### config.mk
export PLATFORM = sky130hd
export DESIGN_NAME = dac_word_loader
export DESIGN_NICKNAME = d
export VERILOG_FILES = /design/src/rtl/dac_loader_pkg.sv /design/src/rtl/pin_sync.sv /design/src/rtl/serial_framer.sv /design/src/rtl/word_latch_pair.sv /design/src/rtl/dac_word_loader.sv
export SDC_FILE = /design/constraint.sdc
export NUM_CORES = 1
export LEC_CHECK = 0
export BUFFER_PORTS_ARGS = -buffer_cell sky130_fd_sc_hd__clkbuf_2
export CORE_MARGIN = 2
export CORE_UTILIZATION = 30
export DETAILED_ROUTE_END_ITERATION = 8
export GPL_TIMING_DRIVEN = 0
export PLACE_DENSITY = 0.45
export SKIP_CTS_REPAIR_TIMING = 1
export SLEW_MARGIN = 10
export SYNTH_ARGS = -nofsm -noshare
export SYNTH_HDL_FRONTEND = slang
export SYNTH_SLANG_ARGS = --single-unit
### constraint.sdc
create_clock -name clk -period 2.6 [get_ports clk]
set_clock_uncertainty 0.15 [all_clocks]
set_input_delay 0.13 -clock clk [delete_from_list [all_inputs] [get_ports clk]]
set_output_delay 0.13 -clock clk [all_outputs]
set_load 0.005 [all_outputs]
### src/rtl/dac_loader_pkg.sv
package dac_loader_pkg;

  // Serial layout selected by {fmt_msb_first, pad_last}
  typedef enum logic [1:0] {
    LAY_LSB_LATE  = 2'b00,  // filler first, data LSB-first
    LAY_LSB_EARLY = 2'b01,  // data LSB-first, filler last
    LAY_MSB_LATE  = 2'b10,  // filler first, data MSB-first
    LAY_MSB_EARLY = 2'b11   // data MSB-first, filler last
  } frame_layout_e;

endpackage

### src/rtl/pin_sync.sv
module pin_sync #(
  parameter int   STAGES  = 2,
  parameter logic RST_VAL = 1'b0
) (
  input  logic clk,
  input  logic rst,
  input  logic pin,
  output logic pin_s
);

  logic [STAGES-1:0] chain;

  generate
    if (STAGES == 1) begin : g_single
      always_ff @(posedge clk) begin
        if (rst) chain <= RST_VAL;
        else     chain <= pin;
      end
    end else begin : g_multi
      always_ff @(posedge clk) begin
        if (rst) chain <= {STAGES{RST_VAL}};
        else     chain <= {chain[STAGES-2:0], pin};
      end
    end
  endgenerate

  assign pin_s = chain[STAGES-1];

endmodule

### src/rtl/serial_framer.sv
module serial_framer
  import dac_loader_pkg::*;
#(
  parameter int DATA_W    = 14,
  parameter int FRAME_LEN = 16
) (
  input  logic              clk,
  input  logic              rst,
  input  logic              en,
  input  logic              fs_n_s,
  input  logic              sclk_s,
  input  logic              sdata_s,
  input  logic              msb_first,
  input  logic              pad_last,
  output logic              load,
  output logic [DATA_W-1:0] word
);

  localparam int CNT_W = $clog2(FRAME_LEN + 1);
  localparam logic [CNT_W-1:0] LAST_IDX = CNT_W'(FRAME_LEN - 1);
  localparam logic [CNT_W-1:0] FULL_CNT = CNT_W'(FRAME_LEN);

  logic                 sclk_q;
  logic                 fall;
  logic                 active;
  logic [CNT_W-1:0]     cnt;
  logic [FRAME_LEN-2:0] shreg;
  logic [FRAME_LEN-1:0] full;
  logic [DATA_W-1:0]    picked;
  logic [DATA_W-1:0]    flipped;
  frame_layout_e        layout;

  assign fall   = sclk_q & ~sclk_s;
  assign active = en & ~fs_n_s;
  assign full   = {shreg, sdata_s};
  assign load   = active & fall & (cnt == LAST_IDX);
  assign layout = frame_layout_e'({msb_first, pad_last});

  always_ff @(posedge clk) begin
    if (rst) sclk_q <= 1'b0;
    else     sclk_q <= sclk_s;
  end

  // bit counter: cleared whenever the frame is not live, saturates at FRAME_LEN
  always_ff @(posedge clk) begin
    if (rst || !active) begin
      cnt   <= '0;
      shreg <= '0;
    end else if (fall && cnt != FULL_CNT) begin
      cnt   <= cnt + 1'b1;
      shreg <= full[FRAME_LEN-2:0];
    end
  end

  // full[FRAME_LEN-1] is the first bit received
  always_comb begin
    for (int i = 0; i < DATA_W; i++) flipped[i] = picked[DATA_W-1-i];
  end

  always_comb begin
    picked = full[DATA_W-1:0];
    word   = '0;
    unique case (layout)
      LAY_LSB_LATE: begin
        picked = full[DATA_W-1:0];
        word   = flipped;
      end
      LAY_LSB_EARLY: begin
        picked = full[FRAME_LEN-1 -: DATA_W];
        word   = flipped;
      end
      LAY_MSB_LATE: begin
        picked = full[DATA_W-1:0];
        word   = picked;
      end
      LAY_MSB_EARLY: begin
        picked = full[FRAME_LEN-1 -: DATA_W];
        word   = picked;
      end
      default: word = '0;
    endcase
  end

endmodule

### src/rtl/word_latch_pair.sv
module word_latch_pair #(
  parameter int DATA_W = 14
) (
  input  logic              clk,
  input  logic              rst,
  input  logic              load,
  input  logic [DATA_W-1:0] load_word,
  input  logic              hold,
  output logic [DATA_W-1:0] in_word,
  output logic [DATA_W-1:0] out_code
);

  always_ff @(posedge clk) begin
    if (rst)       in_word <= '0;
    else if (load) in_word <= load_word;
  end

  always_ff @(posedge clk) begin
    if (rst)        out_code <= '0;
    else if (!hold) out_code <= in_word;
  end

endmodule

### src/rtl/dac_word_loader.sv
module dac_word_loader #(
  parameter int DATA_W      = 14,
  parameter int FRAME_LEN   = 16,
  parameter int SYNC_STAGES = 2
) (
  input  logic              clk,
  input  logic              rst,
  input  logic              ser_mode,
  input  logic              fs_n,
  input  logic              sclk,
  input  logic              sdata,
  input  logic              fmt_msb_first,
  input  logic              pad_last,
  input  logic              par_cs_n,
  input  logic              par_wr_n,
  input  logic [DATA_W-1:0] par_data,
  input  logic              upd_hold,
  output logic [DATA_W-1:0] dac_code,
  output logic              frame_done
);

  logic              fs_n_s, sclk_s, sdata_s;
  logic              ser_load, par_load, any_load;
  logic [DATA_W-1:0] ser_word, load_word, in_word;

  pin_sync #(.STAGES(SYNC_STAGES), .RST_VAL(1'b1)) u_sync_fs (
    .clk(clk), .rst(rst), .pin(fs_n), .pin_s(fs_n_s)
  );
  pin_sync #(.STAGES(SYNC_STAGES), .RST_VAL(1'b0)) u_sync_sclk (
    .clk(clk), .rst(rst), .pin(sclk), .pin_s(sclk_s)
  );
  pin_sync #(.STAGES(SYNC_STAGES), .RST_VAL(1'b0)) u_sync_sdata (
    .clk(clk), .rst(rst), .pin(sdata), .pin_s(sdata_s)
  );

  serial_framer #(.DATA_W(DATA_W), .FRAME_LEN(FRAME_LEN)) u_framer (
    .clk       (clk),
    .rst       (rst),
    .en        (ser_mode),
    .fs_n_s    (fs_n_s),
    .sclk_s    (sclk_s),
    .sdata_s   (sdata_s),
    .msb_first (fmt_msb_first),
    .pad_last  (pad_last),
    .load      (ser_load),
    .word      (ser_word)
  );

  assign par_load  = ~ser_mode & ~par_cs_n & ~par_wr_n;
  assign any_load  = ser_load | par_load;
  assign load_word = ser_mode ? ser_word : par_data;

  word_latch_pair #(.DATA_W(DATA_W)) u_latch (
    .clk       (clk),
    .rst       (rst),
    .load      (any_load),
    .load_word (load_word),
    .hold      (upd_hold),
    .in_word   (in_word),
    .out_code  (dac_code)
  );

  always_ff @(posedge clk) begin
    if (rst) frame_done <= 1'b0;
    else     frame_done <= ser_load;
  end

endmodule

==> results.ini, run 1 <==
[run_status]
status = complete, no violations

[grt]
grt_pass1_vias = 2018
grt_first_pass_wirelength_um = 10200
overflow = 0
grt_max_degree = 18
grt_use_total_pct = 12.8
antenna_found_initial = 0

[cts]
clk_pin_slew_ps = 110
cts_buffer_depth = 2
cts_buffers = 5
clock_latency_ps = 310
clock-sinks = 56
cts_tree = yes
clockRootBuffer = clkbuf_8
cts_max_level = 2

[die]
num_rows = 35
dieWidth_um = 100
start_util_pct = 30.5
core_region_area_um2 = 9110
die_h_um = 100
ios = 40
die_area_um2 = 10000

[critical_path]
critPathKind = flip-flop to flip-flop
critPathLaunchType = flip-flop
cp.required_ps = 2620
r2r_slack_ps = 520
setup.worst_path.end_class = flip-flop
critPathMaxFanout = 10
arrival_ps = 2110

[power_and_ir_drop]
power_density_nw_per_um2 = 465
power_frac_comb_pct = 10.6
pwr-share-seq_pct = 57.8
p_clk_share_pct = 31.7
p_int_uw = 1160
switching_power_uw = 382
switching_share_pct = 24.9
leakage_uw = 0.00124
power_uw = 1540
peakVddDrop_mv = 0.206

[timing]
slew-limit-headroom_pct = 54.9
rsz0062_at_grt = false
maxSlewViolCount = 0
worst_pin_slew_ps = 676
fmax_mhz = 480
min_period_over_period_pct = 80.2
fin_setup_tns_ps = 0
setup_violations = 0
hold_violations = 0
period_minus_slack_ps = 2080
whs_ps = 5.39

[place]
port_buffers = 34
dp_hpwl_um = 4650
gp_congestion = 0.680

[routing]
drt-met1-wl_um = 3010
dr.pass1.iters = 4
wl_per_cell_um = 14.8
wl_met3_um = 181
met2WireLength_um = 3120
drc_errors = 0
routed.top_layer = met4
num_vias = 2136
drt_iter0_markers = 68
antenna_left = 0
routed_wl_um = 6360
vias_per_cell = 4.97

[synthesis]
syn_nets = 292
ys_ff_latch = 56
ys_types = 35
yosys_warnings = 0
syn_area_per_cell_um2 = 10.5
ys_seq_area_share_pct = 40.3
syn_inst = 264
synthesis.area_um2 = 2780

[worst_hold_path]
worstHoldPathType = primary input to flip-flop

[finish]
antenna_cells = 0
drive_gt1_share_pct = 26.0
final_util_pct = 36.3
fin_nets = 346
syn_to_final_growth_pct = 19.0

[flow_run]
maxCapViolations = 0

placed cells by master (no fill, tap or decap), drive strengths merged, types with 2 or more instances in the layout:
cell | netlist | routed
mux2i | 18 | 18
dlygate4sd3 | 0 | 13
or2 | 2 | 2
clkbuf | 12 | 52
a211oi | 18 | 18
a311oi | 10 | 10
mux4 | 14 | 14
nand2b | 12 | 12
nor2 | 15 | 15
nand2 | 10 | 10
dfxtp | 56 | 56
nand3 | 18 | 18
nor2b | 8 | 8
buf | 17 | 17
a21oi | 19 | 19
o21ai | 19 | 19
inv | 4 | 4
ha | 3 | 3
cells by family after synthesis:
family / Yosys count / share of synthesized area [%]
adders and majority gates: 3 / 1.35
DFF: 56 / 40.3
buffers and inverters: 33 / 7.52
AOI/OAI and AO/OA: 68 / 17.8
muxes: 32 / 18.8
and+or+nand+nor: 72 / 14.2
state kept, by name (all words and copies together) (netlist names):
name,cells
u_framer.sclk_q,1
u_framer.cnt,5
frame_done,1
u_latch.in_word,14
u_latch.out_code,14
u_sync_sclk.chain,2
u_framer.shreg,15
u_sync_fs.chain,2
u_sync_sdata.chain,2
power groups by stage:
stage                     combinational [uW]  clock (uW)  sequential [uW]
after CTS                                151         506              890
after global routing                     179         538              892
final                                    162         487              889
after floorplan                          107           0              907
after global placement                   149           0              909
after detailed placement                 150           0              909
worst paths after layout:
| check | end | start | depth (start not counted) |
|---|---|---|---|
| worst max-delay path | u_latch.in_word[12] | u_framer.cnt[0] | 8 |
| worst max register to register | u_latch.in_word[12] | u_framer.cnt[0] | 8 |
| worst min register to register | u_sync_fs.chain[1] | u_sync_fs.chain[0] | 1 |
| worst min-delay path | u_latch.in_word[3] | ser_mode | 3 |
worst max-delay path, cell delays in order, from the launching register on:
cell and delay, ps:
dfxtp_1 350, ha_1 210, and3_1 180, ha_1 180
and3b_1 170, buf_6 140, buf_2 180, a211oi_1 320
a211oi_2 80
layout make-up:
| cell class | instances | area [um2] |
|---|---|---|
| well taps | 111 | 139 |
| clock buffers | 6 | 72.6 |
| inverters | 4 | 15.0 |
| repair buffers | 47 | 300 |
| fillers | 942 | 5800 |
| clock inverters | 2 | 16.3 |
| flip-flops and latches | 56 | 1120 |
| multi-input cells | 175 | 1450 |
| plain buffers | 29 | 194 |
metal layers:
metal,vias to the layer above,GRT usage (%)
met3,4,2.37
li1,1081,-
met2,34,21.9
met1,1017,16.5
met4,0,3.69
met5,-,0
through the flow:
| stage | cells | setup slack, ps | instance area [um2] |
|---|---|---|---|
| final | 430 | 515 | 3310 |
| after global routing | 430 | 377 | 3310 |
| after CTS | 417 | 504 | 3180 |
| after detailed placement | 409 | 536 | 3090 |
| after global placement | 409 | 545 | 3090 |
| after floorplan | 264 | 702 | 2780 |
cell usage after synthesis:
library cell  count  area (um2)
dfxtp_1          56        1120
a21oi_1          19        95.1
o21ai_0          19        95.1
mux2i_1          18         180
nand3_1          18        90.1
nor2_1           15        56.3
a211oi_1         14         105
nand2b_1         12        75.1
nand2_1          10        37.5
buf_2             9        45.0
clkbuf_1          9        33.8
mux4_1            7         184
mux4_2            7         158
nor2b_1           7        43.8
a311oi_2          6        90.1
buf_6             5        56.3
a211oi_2          4        50.1
a311oi_1          4        35.0
inv_1             4        15.0
ha_1              3        37.5
buf_4             2        15.0
clkbuf_2          2        10.0
or2_2             2        12.5
a21o_4            1        15.0
a221oi_1          1        8.76
and3_1            1        6.26
and3b_1           1        8.76
buf_12            1        20.0
clkbuf_8          1        13.8
nand4bb_1         1        11.3
nor2b_4           1        13.8
nor3_4            1        16.3
nor4bb_1          1        10.0
or3_1             1        6.26
or4_1             1        7.51
Power figures use the tool's default switching activity.
==> inputs of run 2 (changes only) <==
- PLACE_DENSITY: 0.45 -> 0.47
- clock period: 2.6 -> 1.8 ns (I/O delays scaled with it)
==> results.ini, run 2 (synthesized netlist as in run 1, its figures left out) <==
[run_status]
status = finished with violations  ; was complete, no violations
violations = hold timing, setup timing

[timing]
setup_violations = 14  ; was 0
min_period_over_period_pct = 109  ; was 80.2%
slew-limit-headroom_pct = 55.9  ; was 54.9%
period_minus_slack_ps = 1960  ; was 2080 ps
maxSlewViolCount = 0  ; unchanged
finalWorstSetupSlack_ps = -163  ; was 515 ps
whs_ps = -25.5  ; was 5.39 ps
fin_setup_tns_ps = -1630  ; was 0 ps
rsz0062_at_grt = true  ; was false
fmax_mhz = 509  ; was 480 MHz
hold_violations = 2  ; was 0
worst_pin_slew_ps = 661  ; was 676 ps

[routing]
antenna_left = 0  ; unchanged
vias_per_cell = 5.04  ; was 4.97
dr.pass1.iters = 6  ; was 4
drt_iter0_markers = 60  ; was 68
drc_errors = 0  ; unchanged
wl_per_cell_um = 15.2  ; was 14.8 um
routed_wl_um = 6560  ; was 6360 um
num_vias = 2184  ; was 2136

[finish]
final_util_pct = 37.8  ; was 36.3%
antenna_cells = 0  ; unchanged
fin_nets = 350  ; was 346
final.fill_count = 919  ; was 942
finalInstanceArea_um2 = 3450  ; was 3310 um2
reg.largest.list = u_framer.shreg: 15 flops, u_latch.in_word: 14 flops, u_latch.out_code: 14 flops  ; unchanged
fin_cells = 433  ; was 430
syn_to_final_growth_pct = 24.0  ; was 19.0%
largest_reg_flops = 15  ; unchanged
most-common-layout-cells = dfxtp_1 (54), clkbuf_2 (35), o21ai_0 (19), a21oi_1 (19)  ; was dfxtp_1 (56), clkbuf_2 (36), o21ai_0 (19), a21oi_1 (19)
final_common_cell = dfxtp_1  ; unchanged
drive_gt1_share_pct = 30.1  ; was 26.0%
regMostFlops = u_framer.shreg  ; unchanged

[die]
num_rows = 35  ; unchanged
start_util_pct = 30.5  ; unchanged
ios = 40  ; unchanged
die_h_um = 100  ; unchanged
die_area_um2 = 10000  ; unchanged
core_region_area_um2 = 9110  ; unchanged
dieWidth_um = 100  ; unchanged

[power_and_ir_drop]
peakVddDrop_mv = 0.292  ; was 0.206 mV
leakage_uw = 0.00126  ; was 0.00124 uW
power_density_nw_per_um2 = 640  ; was 465 nW/um2

[cts]
cts_buffers = 5  ; unchanged
cts_tree = yes  ; unchanged
clk_pin_slew_ps = 110  ; about the same
cts_max_level = 2  ; unchanged
clockRootBuffer = clkbuf_8  ; unchanged
clock_latency_ps = 310  ; about the same
clock-sinks = 56  ; unchanged
cts_buffer_depth = 2  ; unchanged

[critical_path]
critPathLaunchType = flip-flop  ; unchanged
ff2ff_path_depth = 8  ; unchanged
r2r_slack_ps = -160  ; was 520 ps
setup.worst_path.start = u_framer.cnt[1]  ; was u_framer.cnt[0]
cp.depth = 8  ; unchanged
path_cells = ha_4 -> and3_4 -> ha_4 -> and3b_1 -> buf_6 -> a21o_4 -> clkbuf_16 -> a311oi_2  ; was ha_1 -> and3_1 -> ha_1 -> and3b_1 -> buf_6 -> buf_2 -> a211oi_1 -> a211oi_2
setup.worst_path.end_class = flip-flop  ; unchanged
critPathKind = flip-flop to flip-flop  ; unchanged
r2r-end = u_latch.in_word[11]  ; was u_latch.in_word[12]
reg2reg_from = u_framer.cnt[1]  ; was u_framer.cnt[0]
crit_path_top_delay_cell = dfxtp_2  ; was dfxtp_1
critPathBufInv = 2  ; unchanged
arrival_ps = 2040  ; was 2110 ps
cp.required_ps = 1880  ; was 2620 ps
cp_common_cell = ha_4  ; was ha_1
crit_family = compound AO/OA/AOI/OAI gates  ; unchanged
critPathMaxFanout = 7  ; was 10
max_stage_delay_ps = 360  ; was 350 ps

[worst_hold_path]
hold_depth = 3  ; unchanged
worstHoldPathType = primary input to flip-flop  ; unchanged
min_to = u_latch.in_word[2]  ; was u_latch.in_word[3]
hold_start = ser_mode  ; unchanged

[place]
placed_area_um2 = 3160  ; was 3090 um2
dp_hpwl_um = 4720  ; was 4650 um
gp_congestion = 0.701  ; was 0.680
port_buffers = 34  ; unchanged
placed_cells = 409  ; unchanged

[flow_run]
maxCapViolations = 0  ; unchanged

[grt]
grt_use_total_pct = 13.2  ; was 12.8%
antenna_found_initial = 0  ; unchanged
grt_pass1_vias = 2037  ; was 2018
grt_first_pass_wirelength_um = 10600  ; was 10200 um
overflow = 0  ; unchanged
grt_max_degree = 16  ; was 18

run 2: cell types whose count changed in the layout (fill, tap and decap cells not counted), sizes merged:
cell	delta
clkinvlp	-1
dlygate4sd3	+3
buf	+1
run 2: area by class of cell:
class / instances / area [um2] / share of cell area (%)
Inverter: 4 / 15.0 / 0.436
Clock inverter: 1 / 5.00 / 0.145
Clock buffer: 6 / 72.6 / 2.11
Timing Repair Buffer: 51 / 355 / 10.3
Tap cell: 111 / 139 / 4.03
Multi-Input combinational cell: 175 / 1520 / 44.2
Sequential cell: 56 / 1120 / 32.6
Buffer: 29 / 211 / 6.14
run 2: tightest hold or removal path: cells and delay by family:
family | cells | cell delay [ps]
buffers and inverters | 1 | 100
AND/OR/NAND/NOR | 1 | 100
AO/OA/AOI/OAI | 1 | 80
run 2: how the worst max path moves through the flow:
stage                          endpoint  slack, ps
global placement     u_latch.in_word[8]       -140
finish              u_latch.in_word[11]       -160
CTS                  u_latch.in_word[8]       -180
floorplan            u_latch.in_word[0]        -30
detailed placement   u_latch.in_word[8]       -150
global route         u_latch.in_word[8]       -210
run 2: through the flow:
| step | worst slack, ps | power, uW |
|---|---|---|
| after global routing | -209 | 2310 |
| after global placement | -138 | 1540 |
| after CTS | -180 | 2220 |
| final | -163 | 2210 |
| after floorplan | -33.9 | 1470 |
| after detailed placement | -148 | 1540 |
run 2: power by group:
part	switching [uW]	internal [uW]	total [uW]
sequential	17.3	1270	1290
clock	400	266	666
combinational	117	136	253
run 2: metal layers:
metal / track usage [%] / routed length (um)
met1: 17.1 / 3040
met2: 22.4 / 3310
met3: 2.86 / 140
met4: 3.48 / 68
met5: 0 / 0
